[src/rtl/cmdport_pkg.sv]
package cmdport_pkg;

  localparam int BYTE_W = 8;
  localparam int CNT_W  = 3;

  typedef enum logic [7:0] {
    CMD_SELFTEST = 8'h01,
    CMD_DIPS     = 8'h02,
    CMD_FLOWTYPE = 8'h08,
    CMD_RXLEVELS = 8'h0A,
    CMD_MODE     = 8'h10
  } cmd_code_e;

  // Number of parameter bytes a command consumes through the parameter port.
  function automatic logic [CNT_W-1:0] param_count(input logic [BYTE_W-1:0] code);
    case (code)
      CMD_MODE:     return 3'd1;
      CMD_FLOWTYPE: return 3'd2;
      CMD_RXLEVELS: return 3'd4;
      default:      return 3'd0;
    endcase
  endfunction

  // Status byte carrying the firmware revision in bits 6:4.
  function automatic logic [BYTE_W-1:0] rev_status(input logic [2:0] rev);
    return {1'b0, rev, 4'b0000};
  endfunction

endpackage

[src/rtl/cmdport_decode.sv]
module cmdport_decode #(
  parameter int ADDR_W  = 3,
  parameter int CMD_OFS = 4,
  parameter int PRM_OFS = 5
) (
  input  logic [ADDR_W-1:0] addr,
  input  logic              wr,
  output logic              cmd_wr,
  output logic              prm_wr
);
  localparam logic [ADDR_W-1:0] CMD_A = ADDR_W'(CMD_OFS);
  localparam logic [ADDR_W-1:0] PRM_A = ADDR_W'(PRM_OFS);

  always_comb begin
    cmd_wr = wr && (addr == CMD_A);
    prm_wr = wr && (addr == PRM_A);
  end
endmodule

[src/rtl/cmdport_seq.sv]
module cmdport_seq
  import cmdport_pkg::*;
(
  input  logic              clk,
  input  logic              rst_n,
  input  logic              cmd_wr,
  input  logic              prm_wr,
  input  logic [BYTE_W-1:0] wdata,
  output logic [BYTE_W-1:0] cur_cmd,
  output logic              commit,
  output logic [4*BYTE_W-1:0] commit_word
);
  logic [CNT_W-1:0]    cnt;
  logic [CNT_W-1:0]    need;
  logic [3*BYTE_W-1:0] pbuf;
  logic                prm_accept;

  always_comb begin
    need        = param_count(cur_cmd);
    prm_accept  = prm_wr && (cnt < need);
    commit      = prm_accept && (cnt == need - 3'd1);
    commit_word = {pbuf, wdata};
  end

  always_ff @(posedge clk) begin
    if (!rst_n) begin
      cur_cmd <= '0;
      cnt     <= '0;
      pbuf    <= '0;
    end else if (cmd_wr) begin
      cur_cmd <= wdata;
      cnt     <= '0;
    end else if (prm_accept) begin
      cnt  <= cnt + 3'd1;
      pbuf <= {pbuf[2*BYTE_W-1:0], wdata};
    end
  end

  AST_CMD_CLEARS_COUNT: assert property (@(posedge clk) disable iff (!rst_n)
    cmd_wr |=> (cnt == '0));
  AST_COUNT_BOUNDED: assert property (@(posedge clk) disable iff (!rst_n)
    cnt <= need);
  AST_COMMIT_ON_PARAM: assert property (@(posedge clk) disable iff (!rst_n)
    commit |-> prm_wr);
endmodule

[src/rtl/cmdport_regs.sv]
module cmdport_regs
  import cmdport_pkg::*;
#(
  parameter int ADDR_W    = 3,
  parameter int SIG_OFS   = 0,
  parameter int CMD_OFS   = 4,
  parameter int PRM_OFS   = 5,
  parameter int THR_W     = 16,
  parameter logic [7:0] SIGNATURE = 8'h5A,
  parameter logic [2:0] FW_REV    = 3'd2
) (
  input  logic              clk,
  input  logic              rst_n,
  input  logic              commit,
  input  logic [BYTE_W-1:0] cur_cmd,
  input  logic [4*BYTE_W-1:0] commit_word,
  input  logic [ADDR_W-1:0] addr,
  input  logic              rd,
  input  logic [BYTE_W-1:0] dip_sw,
  output logic [BYTE_W-1:0] rdata,
  output logic              cfg_fifo_compat,
  output logic              cfg_rts_hw,
  output logic              cfg_trig_scale,
  output logic              cfg_rx_rts,
  output logic              cfg_tx_cts,
  output logic [THR_W-1:0]  rx_hi_thr,
  output logic [THR_W-1:0]  rx_lo_thr
);
  localparam logic [ADDR_W-1:0] SIG_A = ADDR_W'(SIG_OFS);
  localparam logic [ADDR_W-1:0] CMD_A = ADDR_W'(CMD_OFS);
  localparam logic [ADDR_W-1:0] PRM_A = ADDR_W'(PRM_OFS);

  logic commit_mode, commit_flow, commit_lvls;
  logic [BYTE_W-1:0] b_last, b_prev;

  always_comb begin
    commit_mode = commit && (cur_cmd == CMD_MODE);
    commit_flow = commit && (cur_cmd == CMD_FLOWTYPE);
    commit_lvls = commit && (cur_cmd == CMD_RXLEVELS);
    b_last      = commit_word[BYTE_W-1:0];
    b_prev      = commit_word[2*BYTE_W-1:BYTE_W];
  end

  always_ff @(posedge clk) begin
    if (!rst_n) begin
      cfg_fifo_compat <= 1'b0;
      cfg_rts_hw      <= 1'b0;
      cfg_trig_scale  <= 1'b0;
      cfg_rx_rts      <= 1'b0;
      cfg_tx_cts      <= 1'b0;
      rx_hi_thr       <= '0;
      rx_lo_thr       <= '0;
    end else begin
      if (commit_mode) begin
        cfg_fifo_compat <= b_last[1];
        cfg_rts_hw      <= b_last[2];
        cfg_trig_scale  <= b_last[7];
      end
      if (commit_flow) begin
        cfg_rx_rts <= b_prev[2];
        cfg_tx_cts <= b_last[4];
      end
      if (commit_lvls) begin
        rx_hi_thr <= THR_W'(commit_word[4*BYTE_W-1:2*BYTE_W]);
        rx_lo_thr <= THR_W'(commit_word[2*BYTE_W-1:0]);
      end
    end
  end

  always_comb begin
    rdata = '0;
    if (rd) begin
      if (addr == SIG_A)
        rdata = SIGNATURE;
      else if (addr == CMD_A && cur_cmd == CMD_DIPS)
        rdata = dip_sw;
      else if (addr == PRM_A && cur_cmd == CMD_SELFTEST)
        rdata = rev_status(FW_REV);
    end
  end

  AST_THR_HOLD: assert property (@(posedge clk) disable iff (!rst_n)
    !commit |=> ($stable(rx_hi_thr) && $stable(rx_lo_thr)));
  AST_MODE_HOLD: assert property (@(posedge clk) disable iff (!rst_n)
    !commit |=> ($stable(cfg_fifo_compat) && $stable(cfg_rts_hw) && $stable(cfg_trig_scale)));
  AST_IDLE_READ_ZERO: assert property (@(posedge clk) disable iff (!rst_n)
    !rd |-> (rdata == '0));
endmodule

[src/rtl/cmdport_ctl.sv]
module cmdport_ctl
  import cmdport_pkg::*;
#(
  parameter int ADDR_W    = 3,
  parameter int SIG_OFS   = 0,
  parameter int CMD_OFS   = 4,
  parameter int PRM_OFS   = 5,
  parameter int THR_W     = 16,
  parameter logic [7:0] SIGNATURE = 8'h5A,
  parameter logic [2:0] FW_REV    = 3'd2
) (
  input  logic              clk,
  input  logic              rst_n,
  input  logic [ADDR_W-1:0] host_addr,
  input  logic              host_wr,
  input  logic              host_rd,
  input  logic [7:0]        host_wdata,
  output logic [7:0]        host_rdata,
  input  logic [7:0]        dip_sw,
  output logic              cfg_fifo_compat,
  output logic              cfg_rts_hw,
  output logic              cfg_trig_scale,
  output logic              cfg_rx_rts,
  output logic              cfg_tx_cts,
  output logic [THR_W-1:0]  rx_hi_thr,
  output logic [THR_W-1:0]  rx_lo_thr
);
  logic              cmd_wr, prm_wr, commit;
  logic [BYTE_W-1:0] cur_cmd;
  logic [4*BYTE_W-1:0] commit_word;

  cmdport_decode #(.ADDR_W(ADDR_W), .CMD_OFS(CMD_OFS), .PRM_OFS(PRM_OFS)) u_dec (
    .addr(host_addr), .wr(host_wr), .cmd_wr(cmd_wr), .prm_wr(prm_wr));

  cmdport_seq u_seq (
    .clk(clk), .rst_n(rst_n), .cmd_wr(cmd_wr), .prm_wr(prm_wr),
    .wdata(host_wdata), .cur_cmd(cur_cmd), .commit(commit),
    .commit_word(commit_word));

  cmdport_regs #(
    .ADDR_W(ADDR_W), .SIG_OFS(SIG_OFS), .CMD_OFS(CMD_OFS), .PRM_OFS(PRM_OFS),
    .THR_W(THR_W), .SIGNATURE(SIGNATURE), .FW_REV(FW_REV)
  ) u_regs (
    .clk(clk), .rst_n(rst_n), .commit(commit), .cur_cmd(cur_cmd),
    .commit_word(commit_word), .addr(host_addr), .rd(host_rd), .dip_sw(dip_sw),
    .rdata(host_rdata), .cfg_fifo_compat(cfg_fifo_compat), .cfg_rts_hw(cfg_rts_hw),
    .cfg_trig_scale(cfg_trig_scale), .cfg_rx_rts(cfg_rx_rts), .cfg_tx_cts(cfg_tx_cts),
    .rx_hi_thr(rx_hi_thr), .rx_lo_thr(rx_lo_thr));

  AST_SIG_DETECT: assert property (@(posedge clk) disable iff (!rst_n)
    (host_rd && host_addr == ADDR_W'(SIG_OFS)) |-> ((host_rdata & 8'hF3) != 8'h00));
  AST_CMD_WRITE_NO_COMMIT: assert property (@(posedge clk) disable iff (!rst_n)
    cmd_wr |-> !commit);
endmodule

[config.mk]
export PLATFORM = sky130hd
export DESIGN_NAME = cmdport_ctl
export DESIGN_NICKNAME = d
export VERILOG_FILES = /design/src/rtl/cmdport_pkg.sv /design/src/rtl/cmdport_decode.sv /design/src/rtl/cmdport_seq.sv /design/src/rtl/cmdport_regs.sv /design/src/rtl/cmdport_ctl.sv
export SDC_FILE = /design/constraint.sdc
export NUM_CORES = 1
export LEC_CHECK = 0
export ABC_AREA = 1
export ABC_CLOCK_PERIOD_IN_PS = 2700
export BUFFER_PORTS_ARGS = -buffer_cell sky130_fd_sc_hd__buf_2
export CORE_MARGIN = 2
export CORE_UTILIZATION = 35
export DETAILED_ROUTE_END_ITERATION = 7
export PLACE_DENSITY_LB_ADDON = 0.15
export SYNTH_ARGS = -nofsm -noshare
export SYNTH_HDL_FRONTEND = slang
export SYNTH_SLANG_ARGS = --single-unit
[constraint.sdc]
create_clock -name clk -period 2.7 [get_ports clk]
set_clock_uncertainty 0.05 [all_clocks]
set_input_delay 0.135 -clock clk [delete_from_list [all_inputs] [get_ports clk]]
set_output_delay 0.135 -clock clk [all_outputs]
set_load 0.1 [all_outputs]
* Word level (Yosys, flattened, before mapping)
Cells that the tools add are included.
** Operators by class
- Add/subtract/negate cells :: 2
- Magnitude comparators :: 1
- Eq/ne operators :: 8
- Muxes and demuxes :: 5
- Bitwise logic cells :: 2
- Reductions and logical operators :: 12
** Operators by type and width (number)
- 2-to-1 mux 8 bit :: 3
- equality test 8 x 4 -> 1 bit (second input constant) :: 2
- logical AND 1 bit :: 9
- one-hot mux 3 bit (3 select lines) :: 1
- equality test 8 x 1 -> 1 bit (second input constant) :: 1
- equality test 8 x 2 -> 1 bit (second input constant) :: 1
- equality test 8 x 5 -> 1 bit (second input constant) :: 1
- equality test 3 bit (second input constant) :: 2
- 2-to-1 mux 6 bit :: 1
- adder 3 x 1 -> 3 bit (second input constant) :: 1
- equality test 3 bit :: 1
- zero test 3 bit :: 1
- less-than comparator 3 bit :: 1
- subtractor 3 x 1 -> 3 bit (second input constant) :: 1
- inverter 1 bit :: 2
- AND reduction 2 bit :: 1
- OR reduction 2 bit :: 1
** Storage, ports and cells
- Bits in registers :: 72
- Output and inout port bits :: 45
- Word-level logic and storage cells :: 40

* Logic depth before layout (Yosys ltp)
Gate-level depths: netlist of the first run.
- Depth after elaboration :: 6
- Mapped depth :: 17
- Mapped depth without buffers :: 17

* Hierarchy
Synthesis of the first run repeated with hierarchy kept, for this count alone.
** Unflattened totals
- Cells, all modules :: 589
- Area, all modules :: 3773.6 µm²
** By module, submodules not included
- cmdport_seq :: times used 1, cells an instance 284, area an instance 1895.6 µm², sequential area each 700.7 µm²
- cmdport_regs :: times used 1, cells an instance 298, area an instance 1851.8 µm², sequential area each 740.7 µm²
- cmdport_decode :: times used 1, cells an instance 7, area an instance 26.3 µm², sequential area each 0.0 µm²

* Worst setup path before layout of the first run
OpenSTA, ideal clock, no wires.
- Path kind :: reg2out
- Start point :: register u_seq.cur_cmd[6]
- End point :: output host_rdata[1]
- Data arrival time :: 2367 ps
- Data required time :: 2515 ps
- Setup slack :: 148 ps
- Stages on the path, launching flop included :: 8
- Buffers on the path :: 0
- Path through :: dfxtp_1 inv_2 nand2_1 nor2_2 inv_1 nor3_1 nand3_1 o21ai_1
** Between the ends
- Word-level cells in the longest chain between the ends :: 5
** RTL lines
- start, declared :: line cmdport_seq.sv:9 : output logic [BYTE_W-1:0] cur_cmd,
- start signal, assigned :: line cmdport_seq.sv:31 : cur_cmd <= wdata;
- equality test 8 x 2 -> 1 bit :: line cmdport_regs.sv:75 : else if (addr == CMD_A && cur_cmd == CMD_DIPS)
- logical AND 1 bit :: line cmdport_regs.sv:75
- 2-to-1 mux 8 bit :: line cmdport_regs.sv:75
- 2-to-1 mux 8 bit :: line cmdport_regs.sv:73 : if (addr == SIG_A)
- 2-to-1 mux 8 bit :: line cmdport_regs.sv:72 : if (rd) begin
- end, declared :: line cmdport_ctl.sv:18 : output logic [7:0] host_rdata,
No other way between the ends.

* Worst setup path in the final report of the first run
- Start point :: register u_seq.cur_cmd[6]
- End point :: output host_rdata[6]
The elaborated chain is that of the path after synthesis.

==> flow_results.org, run 1 <==
** STA
- Final Max Tran Viols :: 0
- Setup repair after global routing missed its margin :: no
- Min cycle time layout :: 2.39 ns
- Highest clock rate :: 418 MHz
- The hold violation count in the final report is 0.
- Count of final setup violators :: 0
- Hold is met by 0.0202 ns.
- Final critical-path share of the clock period :: 88.6%
- Slew headroom :: 51.4%
- For the pin with the worst max-slew slack, the measured transition is 0.729 ns.
- Final setup TNS :: 0 ns

** Power and ir drop
- Of the total power, combinational logic draws 6.2%.
- Summed over all cells, the static leakage comes to 1.69 nW.
- Portion of total power attributed to the clock network :: 41.6%
- Of the total power, the share spent switching nets is 25.0%.
- After layout, the design draws a total of 2.06 mW.
- For this design the total switching power over the nets is 0.514 mW.
- Sequential Power Share :: 52.2%
- Power Internal :: 1.54 mW
- Largest voltage drop on the vdd net :: 0.262 mV
- Power density cells :: 573 nW/µm²

** Worst setup path
- Kind of cell with the highest combined delay on the critical path :: simple AND/OR/NAND/NOR gates
- Cells along the critical path :: inv_2 -> nand2_1 -> nor2_2 -> inv_1 -> nor3_1 -> nand3_1 -> o21ai_1 -> buf_2
- Crit Path Max Fanout :: 7
- Together, buffers and inverters on the worst path number 3.
- Required time of the critical path :: 2.52 ns
- In this design, the stage delay of the slowest critical-path cell is 0.44 ns.
- Crit-path slowest cell :: sky130_fd_sc_hd__buf_2
- Critical path capture point type :: output pin
- STA puts the critical path data arrival time at 2.21 ns.
- The setup path with the least slack is of type reg2out.
- Nature of the critical path startpoint :: register

** CTS
- The clock reaches the later pin of the worst-skew pair after 0.35 ns.
- Clock-pin slew was measured on the worst setup and hold paths at 0.08 ns.
- Root Driver :: sky130_fd_sc_hd__clkbuf_8
- H-tree depth reported by CTS :: 3
- Count of hold buffers inserted by post-cts repair :: 0
- Clock tree synthesis inserted a total of 9 buffers.
- The clock net in this run drives a total of 72 sinks.
- Counting along the longest clock path gives a buffer depth of 2.
- TritonCTS built the clock tree.

** Cells and area
- The area growth from synthesis to layout is 20.8%.
- Excluding fillers, the count of instances in the completed layout stands at 584.
- Ratio of cells with drive above 1 in the final layout :: 20.7%
- Number of antenna diodes :: 0
- Summing all non-filler instances in the final layout gives an area of 3590 µm².
- For this run, the post-layout net count is 502.

** Drt
- Routed via count :: 2666
- Vias per inst :: 4.57
- The first TritonRoute pass finished after 4 iterations.
- The count of nets left with antenna violations once routing finished came out at 0.
- Detailed-route wire length :: 6890 µm
- Routed length per instance :: 11.8 µm
- DRC violations left :: 0
- After the first detailed-routing iteration, the DRC count stood at 105.

** Placement
- After detailed placement, the design holds a cell count of 568.
- Summed over all nets, the half-perimeter wirelength after detailed placement is 4970 µm.
- PortBufs :: 67
- Final GP Congestion :: 0.741
- Area after DPL :: 3380 µm²

** Global routing
- Total global routing overflow :: 0
- Entering global routing, the biggest net connects 50 pins.
- The initial antenna violation count came to 0.
- The via count of the first global-routing pass is 2402.
- Overall fraction of global-route tracks in use :: 16.1%
- The first global-routing pass estimated 11400 µm of wire.

** Synthesis
- The top cell type by area accounts for 48.6% of the synthesized area.
- Cell type contributing the most total cell area after synthesis :: sky130_fd_sc_hd__dfxtp_1
- Ys async rst share :: 0%
- Sorting the synthesized cells by area gives the leading types as sky130_fd_sc_hd__dfxtp_1 (49%), sky130_fd_sc_hd__nor2_1 (15%), sky130_fd_sc_hd__o21ai_0 (5.9%), sky130_fd_sc_hd__o21ai_1 (5.7%), sky130_fd_sc_hd__inv_1 (5.6%).
- Averaged over all synthesized cells, the footprint is 7.27 µm².
- In this run, distinct cell masters in the synthesized netlist total 23.
- In the synthesized netlist the dominant register cell turns out to be sky130_fd_sc_hd__dfxtp_1.
- In this run, synthesis inferred 0 flip-flops with an integrated enable.
- Post-Synthesis Cell Area :: 2970 µm²
- Yosys printed 0 warnings.
- Number of synthesized register bits :: 72
- The cell count after synthesis came out at 408.
- For this run, the register share of the synthesized area comes to 48.6%.
- Synth Net Count :: 436

** Floorplanning
- The die is 96.1 µm tall.
- The die covers 9230 µm².
- Once the floorplan was initialized, standard cells occupied 36.1% of the core.
- Die X-Extent :: 96.1 µm
- IO Count :: 68
- Std-Cell Core Area :: 8220 µm²
- Row generation in the floorplan step produced 33 rows.

** Status
- Result of the run :: finished clean

** Job
- Count of max-cap constraint violations :: 0

** Min path
- Worst hold path class :: in2reg
==> worst min-delay path: stages <==
cell,delay (ns)
sky130_fd_sc_hd__buf_2,0.11
sky130_fd_sc_hd__o21ai_1,0.07
sky130_fd_sc_hd__nor2_1,0.07
==> through the flow <==
| step | setup slack [ns] | util (%) |
|---|---|---|
| 2_1_floorplan | 0.148 | - |
| 3_3_place_gp | 0.281 | 41.1 |
| 3_5_place_dp | 0.230 | 41.1 |
| 4_1_cts | 0.214 | 43.5 |
| 5_1_grt | 0.0507 | 43.6 |
| 6_report | 0.308 | 43.6 |
==> metal layers <==
metal  wire (µm)  GRT usage, %
met1        3210          20.1
met5           0             0
met3         284          4.70
met2        3300          26.7
met4          97          5.36
==> final timing paths <==
kind / startpoint / endpoint / cells after the start / slack (ns)
setup / recovery: u_seq.cur_cmd[6] / host_rdata[6] / 8 / 0.31
hold / removal: host_wdata[4] / u_regs.rx_lo_thr[4] / 3 / 0.02
setup reg to reg: u_seq.cur_cmd[6] / u_regs.rx_lo_thr[8] / 16 / 0.33
hold reg to reg: u_seq.cur_cmd[7] / u_seq.cur_cmd[7] / 2 / 0.41
==> placed cells by master (no fill, tap or decap) <==
cell type	n
sky130_fd_sc_hd__inv_2	3
sky130_fd_sc_hd__buf_4	7
sky130_fd_sc_hd__nand4_1	7
sky130_fd_sc_hd__nor2_8	1
sky130_fd_sc_hd__a21oi_1	15
sky130_fd_sc_hd__nor3_1	4
sky130_fd_sc_hd__inv_8	1
sky130_fd_sc_hd__bufinv_16	1
sky130_fd_sc_hd__nand3_1	7
sky130_fd_sc_hd__nor2_2	2
sky130_fd_sc_hd__o21ai_1	34
sky130_fd_sc_hd__nand2_4	2
sky130_fd_sc_hd__clkbuf_8	9
sky130_fd_sc_hd__clkinvlp_4	2
sky130_fd_sc_hd__buf_2	67
sky130_fd_sc_hd__inv_6	2
sky130_fd_sc_hd__nor2_4	1
sky130_fd_sc_hd__dfxtp_1	72
sky130_fd_sc_hd__o2111ai_1	1
sky130_fd_sc_hd__inv_1	44
sky130_fd_sc_hd__clkbuf_1	1
sky130_fd_sc_hd__clkinv_2	1
sky130_fd_sc_hd__nor3b_1	1
sky130_fd_sc_hd__ha_1	5
sky130_fd_sc_hd__nor2_1	119
sky130_fd_sc_hd__o21ai_0	35
sky130_fd_sc_hd__nand2_1	35
==> what timing repair did <==
| action | 4_1_cts | 5_1_grt |
|---|---|---|
| gates resized for setup | 0 | 3 |
| setup buffers | 0 | 0 |
| endpoints found under the setup margin | 0 | 49 |
==> synth_stat cells (4+ instances only) <==
master and n:
sky130_fd_sc_hd__o21ai_1 34, sky130_fd_sc_hd__nand4_1 7, sky130_fd_sc_hd__nand3_1 7, sky130_fd_sc_hd__a21oi_1 15, sky130_fd_sc_hd__dfxtp_1 72, sky130_fd_sc_hd__ha_1 5
sky130_fd_sc_hd__nor3_1 4, sky130_fd_sc_hd__o21ai_0 35, sky130_fd_sc_hd__clkbuf_1 9, sky130_fd_sc_hd__buf_2 4, sky130_fd_sc_hd__inv_1 44, sky130_fd_sc_hd__nor2_1 120
sky130_fd_sc_hd__nand2_1 35
==> sequential cells by signal (all words and copies together) (netlist names) <==
register	count
u_regs.cfg_fifo_compat	1
u_seq.pbuf	24
u_seq.cnt	3
u_regs.cfg_tx_cts	1
u_regs.cfg_trig_scale	1
u_regs.cfg_rx_rts	1
u_seq.cur_cmd	8
u_regs.rx_lo_thr	16
u_regs.rx_hi_thr	16
u_regs.cfg_rts_hw	1
==> final cells by class <==
cell class	count	area, µm²
clock buffers	10	128
fillers	909	4630
inverters	48	188
multi-input cells	269	1240
well taps	105	131
clock inverters	6	67.6
repair buffers	74	388
flip-flops and latches	72	1440
==> logic make-up after synthesis <==
logic type                 synth area share (%)
adders and majority gates                  2.11
buffers and inverters                      9.82
DFF                                        48.6
AOI/OAI and AO/OA                          14.5
and+or+nand+nor                            25.0
==> power groups by stage <==
stage | sequential [mW] | combinational (mW) | clock [mW]
floorplan | 1.10 | 0.0837 | 0
global placement | 1.10 | 0.125 | 0
detailed placement | 1.10 | 0.127 | 0
CTS | 1.07 | 0.128 | 0.883
global route | 1.07 | 0.146 | 0.928
finish | 1.07 | 0.128 | 0.854
Note: power is estimated with default switching activity, not from simulation.
==> run 2: changes to the inputs <==
==> constraint.sdc (replaced) <==
create_clock -name clk -period 2.7 [get_ports clk]
set_clock_uncertainty 0.05 [all_clocks]
set_input_delay 0.54 -clock clk [delete_from_list [all_inputs] [get_ports clk]]
set_output_delay 0.54 -clock clk [all_outputs]
set_load 0.1 [all_outputs]
==> run 2 against run 1 <==
- via count up 0.19%
- critical path depth stayed put
- clock power fell by 10%
- combinational power grew 8%
- routed wire length fell by 1.9%
- core utilization up 1.5 points
- maximum frequency fell by 3.3%
- setup slack worse by 0.081 ns
- register-to-register slack barely moved
- sequential power about the same
==> flow_results.org, run 2 (synthesis gave the netlist of run 1 again) <==
** CTS
- CTS tree :: built
- H-tree depth reported by CTS :: 3
- # clock sinks :: 72
- The tree is rooted in a sky130_fd_sc_hd__clkbuf_8.
- Count of hold buffers inserted by post-cts repair :: 0
- Post-cts repair resize count :: 0
- Setup Fix Bufs, Post-CTS :: 0
- Counting along the longest clock path gives a buffer depth of 2.
- After clock tree synthesis, the clock-pin slew on the worst setup and hold paths is 0.07 ns.
- The later pin in the worst-skew pair is clocked with a latency of 0.35 ns.
- The number of clock buffers added by TritonCTS is 9.

** Placement
- Cell total after placement :: 569
- Port buffering added 67 buffers.
- Post-place setup slack :: 0.274 ns
- Final GP Congestion :: 0.773
- DP Wirelength :: 4860 µm

** Drt
- First-pass iteration count of the detailed router :: 4
- Detailed-route wire length :: 6760 µm
- Vias per inst :: 4.57
- Routed length per instance :: 11.6 µm
- Routed via count :: 2671
- In this run, the number of DRC markers left after iteration 0 of detailed routing was 96.
- DRC violations left :: 0
- Final antenna-violating net count :: 0

** Job
- Count of max-cap constraint violations :: 0

** Power and ir drop
- Across the VDD grid, the largest voltage drop is 0.214 mV.
- Leakage dissipation :: 1.72 nW
- Summed over all nets, the switching power comes to 0.498 mW.
- Cell internal power was estimated by the tool at 1.48 mW.
- Power density cells :: 533 nW/µm²
- Comb power frac :: 7.0%
- Portion of total power attributed to the clock network :: 38.7%
- Sequential Power Share :: 54.3%
- Net switching share of the total power :: 25.2%

** Floorplanning
- Starting Density :: 36.1%
- Num rows :: 33
- Die X-Extent :: 96.1 µm
- In this run the standard cell core region covers 8220 µm².
- IO Count :: 68
- The die covers 9230 µm².
- Measured along the y axis, the die boundary spans 96.1 µm.

** Worst setup path
- The worst setup path is launched from a register.
- The setup path with the least slack is of type reg2out.
- Worst reg2reg setup slack :: 0.33 ns
- Cells along the critical path :: inv_2 -> nand2_1 -> nor2_4 -> inv_1 -> nor3_2 -> nand3_2 -> o21ai_1 -> buf_12
- The worst setup path is captured at an output pin.
- Worst endpoint data arrival time :: 1.88 ns
- Worst reg2reg path depth :: 15
- Worst stage delay on the critical path :: 0.31 ns
- Required time of the critical path :: 2.11 ns
- The largest individual stage delay along the critical path comes from the cell sky130_fd_sc_hd__dfxtp_1.
- Crit Path Max Fanout :: 7

** Cells and area
- Registers with the most flip-flops :: u_seq.pbuf (24), u_regs.rx_hi_thr (16), u_regs.rx_lo_thr (16)
- Fillcell total :: 889
- The area growth from synthesis to layout is 25.0%.
- Leaving out fill and tap cells, the most frequent cell in the layout is sky130_fd_sc_hd__nor2_1.
- Combined area of the multi-input logic cells :: 1260 µm²
- Number of antenna diodes :: 0
- The register with the most flip-flops in the final layout is u_seq.pbuf.
- The register with the most flip-flops in the layout has 24 of them.
- The final layout contains 503 nets.
- In the layout the commonest cells are sky130_fd_sc_hd__nor2_1 (119), sky130_fd_sc_hd__dfxtp_1 (72), sky130_fd_sc_hd__buf_2 (59).
- Registers take 1440 µm².
- Ratio of cells with drive above 1 in the final layout :: 21.5%
- The count of cells in the finished layout, fillers not included, comes to 585.

** Min path
- Worst hold path class :: reg2reg
- The worst hold path passes through 2 cells.

** STA
- The tightest hold path in the finished design has a slack of 0.408 ns.
- Slew headroom :: 66.1%
- The count of pins over their slew limit was 0.
- Highest clock rate :: 404 MHz
- Final setup TNS :: 0 ns
- The hold violation count in the final report came to 0.
- Of the available clock period, the critical path in the final layout requires 91.6%.
- Subtracting the final worst setup slack from the clock period gives 2.47 ns.
- Worst setup margin :: 0.227 ns
- Count of final setup violators :: 0
- Slew of the pin with the lowest slew margin :: 0.507 ns
- Setup repair after global routing left no endpoint under its margin.

** Global routing
- Antenna violations before repair :: 0
- The first global-routing pass estimated 11400 µm of wire.
- The via count of the first global-routing pass was 2507.
- Entering global routing, the biggest net connects 71 pins.
- For this run the aggregate overflow at the end of global routing stands at 0.
- Overall fraction of global-route tracks in use :: 16.0%

** Status
- Result of the run :: finished clean
==> run 2: cell count changes in the layout (fill, tap and decap cells not counted), moves of 2 or more <==
cell,delta
sky130_fd_sc_hd__buf_12,+8
sky130_fd_sc_hd__buf_2,-8
sky130_fd_sc_hd__o21ai_1,-2
sky130_fd_sc_hd__o21ai_2,+2
==> run 2: worst max-delay path: cells and delay by family (launching register included) <==
family,cells,cell delay (ns)
AOI/OAI and AO/OA,1,0.26
buffers and inverters,3,0.35
DFF,1,0.31
and+or+nand+nor,4,0.61
==> run 2: power groups by stage <==
| stage | logic [mW] | registers (mW) | clock network (mW) |
|---|---|---|---|
| after detailed placement | 0.136 | 1.10 | 0 |
| after floorplan | 0.0841 | 1.10 | 0 |
| final | 0.138 | 1.07 | 0.766 |
| after global routing | 0.158 | 1.07 | 0.840 |
| after global placement | 0.134 | 1.10 | 0 |
| after CTS | 0.137 | 1.07 | 0.794 |
==> run 2: final timing paths <==
| kind | endpoint | start |
|---|---|---|
| max | host_rdata[1] | u_seq.cur_cmd[6] |
| min | u_seq.cur_cmd[7] | u_seq.cur_cmd[7] |
| max reg2reg | u_regs.rx_lo_thr[11] | u_seq.cur_cmd[6] |
| min reg2reg | u_seq.cur_cmd[7] | u_seq.cur_cmd[7] |
==> run 2: through the flow <==
step / util, % / power, mW / cell area [µm²]
5_1_grt: 45.2 / 2.07 / 3710
3_3_place_gp: 42.7 / 1.23 / 3510
4_1_cts: 44.8 / 2.00 / 3680
3_5_place_dp: 42.7 / 1.23 / 3510
6_report: 45.2 / 1.98 / 3710
2_1_floorplan: - / 1.18 / 2970
==> run 2: final cells by class <==
| class | instances | share of cell area [%] |
|---|---|---|
| multi-input cells | 269 | 34.0 |
| clock buffers | 12 | 3.91 |
| inverters | 48 | 4.99 |
| flip-flops and latches | 72 | 38.8 |
| repair buffers | 75 | 14.0 |
| well taps | 105 | 3.54 |
| clock inverters | 4 | 0.775 |
==> run 2: metal layers <==
layer  track usage (%)  vias to the layer above  share of wire (%)
li1                  -                     1421                  -
met1              19.6                     1195                 46
met2              26.3                       41                 48
met3              4.62                       14                4.0
met4              6.67                        0                2.0
met5                 0                        -                  0
==> run 3: changes to the inputs <==
--- a/config.mk
+++ b/config.mk
@@ -12,6 +12,8 @@
 export CORE_UTILIZATION = 35
 export DETAILED_ROUTE_END_ITERATION = 7
 export PLACE_DENSITY_LB_ADDON = 0.15
+export RECOVER_POWER = 25
 export SYNTH_ARGS = -nofsm -noshare
 export SYNTH_HDL_FRONTEND = slang
 export SYNTH_SLANG_ARGS = --single-unit
+export TNS_END_PERCENT = 10
==> run 3 against run 2 <==
- cell area grew 0.94%
- clock power grew 36%
- global-route usage down 0.27 points
- die area did not move
- worst hold slack better by 0.013 ns
- setup slack better by 0.0019 ns
- register-to-register slack gained 0.07 ns
- largest cell class unchanged
- sequential share of layout area decreased by 0.36 points
- final cell count is 0.34% higher
- critical endpoint unchanged
- core utilization is 0.43 points higher
- maximum frequency barely moved
- critical path type unchanged
==> flow_results.org, run 3 (synthesis gave the netlist of run 1 again) <==
** Cells and area
- Largest register by flop count :: u_seq.pbuf
- Leaving out filler cells and counting taps, the final layout contains 587.
- Number of flip-flops in the largest register :: 24
- After filler insertion, the fill cell instance count of the layout stands at 864.
- The largest registers in the layout are u_seq.pbuf (24), u_regs.rx_hi_thr (16), u_regs.rx_lo_thr (16).
- Cells with a size suffix above 1 make up 16.8% of the layout.
- In the layout the commonest cells are sky130_fd_sc_hd__nor2_1 (120), sky130_fd_sc_hd__dfxtp_1 (72), sky130_fd_sc_hd__inv_1 (44).
- Synthesis-to-layout area growth :: 26.2%
- At the end of the flow the core is filled with cells to 45.6%.
- Summing all multi-input logic gate instances after layout gives 1240 µm².
- The library cell used most frequently in the layout, excluding fill and tap cells, is sky130_fd_sc_hd__nor2_1.
- The number of antenna diodes in the final layout is 0.
- The net count of the finished layout is 505.
- Seq. cell area :: 1440 µm²

** Drt
- The first routing iteration left 82 violations.
- The first TritonRoute pass finished after 4 iterations.
- Routed length per instance :: 11.6 µm
- DRC violations left :: 0
- Vias per inst :: 4.51
- The count of nets left with antenna violations once routing finished came out at 0.
- After detailed routing, the total wire length is 6830 µm.
- The final route contains 2647 vias.

** Power and ir drop
- Power density cells :: 600 nW/µm²
- Across the VDD grid, the largest voltage drop is 0.335 mV.
- Post-route total power :: 2.25 mW
- In this run switching power makes up 22.8% of total power.
- Internal power comes to 1.74 mW.
- Comb power frac :: 5.9%
- Sw power :: 0.512 mW
- The clock network is responsible for 46.4% of the overall power.
- Leakage dissipation :: 1.66 nW
- Sequential cells account for 47.7% of the total power.

** Global routing
- The global routing stage identified its most utilized layer as met2.
- After global routing the overflow that remains totals 0.
- Maximum number of pins on one net before global-route repair :: 36
- Antenna violations before repair :: 0
- Met2 capacity usage during global routing :: 27.1%
- Global routing consumed, over all layers together, 15.8% of the routing resources.
- Vias in the first global route :: 2364
- Global routing used 5.56% of the available met3 tracks.
- The first global-routing pass estimated 11000 µm of wire.
- In the global route stage, met1 resource usage came out at 18.6%.

** Worst setup path
- Worst endpoint data arrival time :: 1.88 ns
- Worst Setup SP :: u_seq.cur_cmd[6]
- Setup slack on the worst reg-to-reg path comes out at 0.40 ns.
- Critical Path Sink :: host_rdata[1]
- RR Startpoint :: u_seq.cur_cmd[6]
- Required time of the critical path :: 2.11 ns
- Critical path capture point type :: output pin
- In this design, the stage delay of the slowest critical-path cell is 0.31 ns.
- Instance count on the critical path :: 8
- Kind of cell with the highest combined delay on the critical path :: simple AND/OR/NAND/NOR gates
- Cells along the critical path :: inv_2 -> nand2_1 -> nor2_2 -> inv_1 -> nor3_2 -> nand3_2 -> o21ai_1 -> buf_12
- The worst setup path is launched from a register.
- The worst setup path is of the reg2out kind.
- In this run the critical register-to-register path is captured at u_seq.pbuf[1].
- The critical path contains buffers and inverters numbering 3 combined.
- Worst reg2reg path depth :: 16
- Crit Path Max Fanout :: 7
- For this design, the slowest cell found on the critical path is sky130_fd_sc_hd__dfxtp_1.

** STA
- Min cycle time layout :: 2.47 ns
- Setup repair after global routing left no endpoint under its margin.
- Highest clock rate :: 405 MHz
- Final setup TNS :: 0 ns
- Slew of the pin with the lowest slew margin :: 1.17 ns
- Count of final setup violators :: 0
- The hold violation count in the final report was 0.
- The count of pins over their slew limit was 0.
- Slew headroom :: 22.4%
- The final critical path takes up 91.5% of the cycle.
- Worst hold margin :: 0.421 ns

** CTS
- # clock sinks :: 72
- At the later pin of the worst-skew pair, clock insertion delay measures 0.35 ns.
- In this run the clock root is driven by a sky130_fd_sc_hd__clkbuf_8.
- In this run, CTS created clock tree buffers numbering 9.
- H-tree depth reported by CTS :: 3
- CTS tree :: built
- The clock passes through at most 2 buffers.
- Clock-pin slew was measured on the worst setup and hold paths at 0.07 ns.

** Floorplanning
- In this run the standard cell core region covers 8220 µm².
- Num rows :: 33
- Starting Density :: 36.1%
- Die boundary height :: 96.1 µm
- In this run the count of I/O pins placed on the die edge is 68.
- Die X-Extent :: 96.1 µm
- The floorplan step defined a die boundary enclosing 9230 µm².

** Status
- Result of the run :: finished clean

** Placement
- Routability-driven placement finished with a final weighted congestion of 0.752.
- The wire-length estimate of the detail-placed layout is 4990 µm.
- After detailed placement, the design holds a cell count of 571.
- During placement, the flow inserted port buffers numbering 67.

** Min path
- Worst hold path class :: reg2reg

** Job
- Count of max-cap constraint violations :: 0
run 3: cell count changes in the layout (fill, tap and decap cells not counted), sizes merged:
| cell | previous run | this run |
|---|---|---|
| bufinv | 0 | 3 |
| buf | 74 | 55 |
| inv | 48 | 49 |
| clkbuf | 13 | 32 |
| clkinv | 2 | 1 |
| clkinvlp | 2 | 1 |
run 3: worst min path at each step:
| stage | from | end | slack [ns] | cells past startpoint |
|---|---|---|---|---|
| after floorplan | u_seq.cur_cmd[7] | u_seq.cur_cmd[7] | 0.38 | 2 |
| after detailed placement | u_seq.cur_cmd[7] | u_seq.cur_cmd[7] | 0.41 | 2 |
| final | u_seq.cur_cmd[7] | u_seq.cur_cmd[7] | 0.42 | 2 |
| after global routing | host_wdata[5] | u_regs.rx_lo_thr[5] | 0.43 | 3 |
| after CTS | host_wdata[1] | u_regs.rx_lo_thr[1] | 0.42 | 3 |
| after global placement | u_seq.cur_cmd[6] | u_seq.cur_cmd[6] | 0.40 | 2 |
run 3: cell type report:
type | count | share of cell area [%]
clock inverter | 6 | 3.07
tap | 105 | 3.51
clock buffer | 10 | 3.41
sequential | 72 | 38.5
timing repair buffer | 77 | 13.4
multi-input combinational | 269 | 33.2
inverter | 48 | 4.94
run 3: worst register-to-register path: cells and delay by family (launching register included):
| family | cells | cell delay, ns |
|---|---|---|
| buf+inv | 6 | 0.72 |
| compound gates | 2 | 0.21 |
| fa+ha+maj | 1 | 0.27 |
| simple gates | 7 | 0.63 |
| flops | 1 | 0.31 |
run 3: power groups by stage:
stage | logic (mW) | clock network (mW) | registers, mW
4_1_cts | 0.136 | 1.07 | 1.07
3_3_place_gp | 0.133 | 0 | 1.10
6_report | 0.134 | 1.04 | 1.07
2_1_floorplan | 0.0837 | 0 | 1.10
3_5_place_dp | 0.135 | 0 | 1.10
5_1_grt | 0.152 | 1.11 | 1.07
run 3: what timing repair did:
item                                    4_1_cts  5_1_grt
hold buffers                                  0        0
gates resized for setup                       1        1
endpoints found under the setup margin        2        8
gates cloned                                  0        0
buffers inserted                              0        0
run 3: per-stage QoR:
stage / worst slack (ns) / instance area [µm²]
2_1_floorplan: -0.369 / 2970
3_3_place_gp: 0.355 / 3520
3_5_place_dp: 0.280 / 3520
4_1_cts: 0.0332 / 3770
5_1_grt: 0.0371 / 3750
6_report: 0.229 / 3750
run 3: routing by layer:
metal	wire length, µm	vias up
li1	-	1428
met1	3130	1166
met2	3280	45
met3	352	8
met4	66	0
met5	0	-
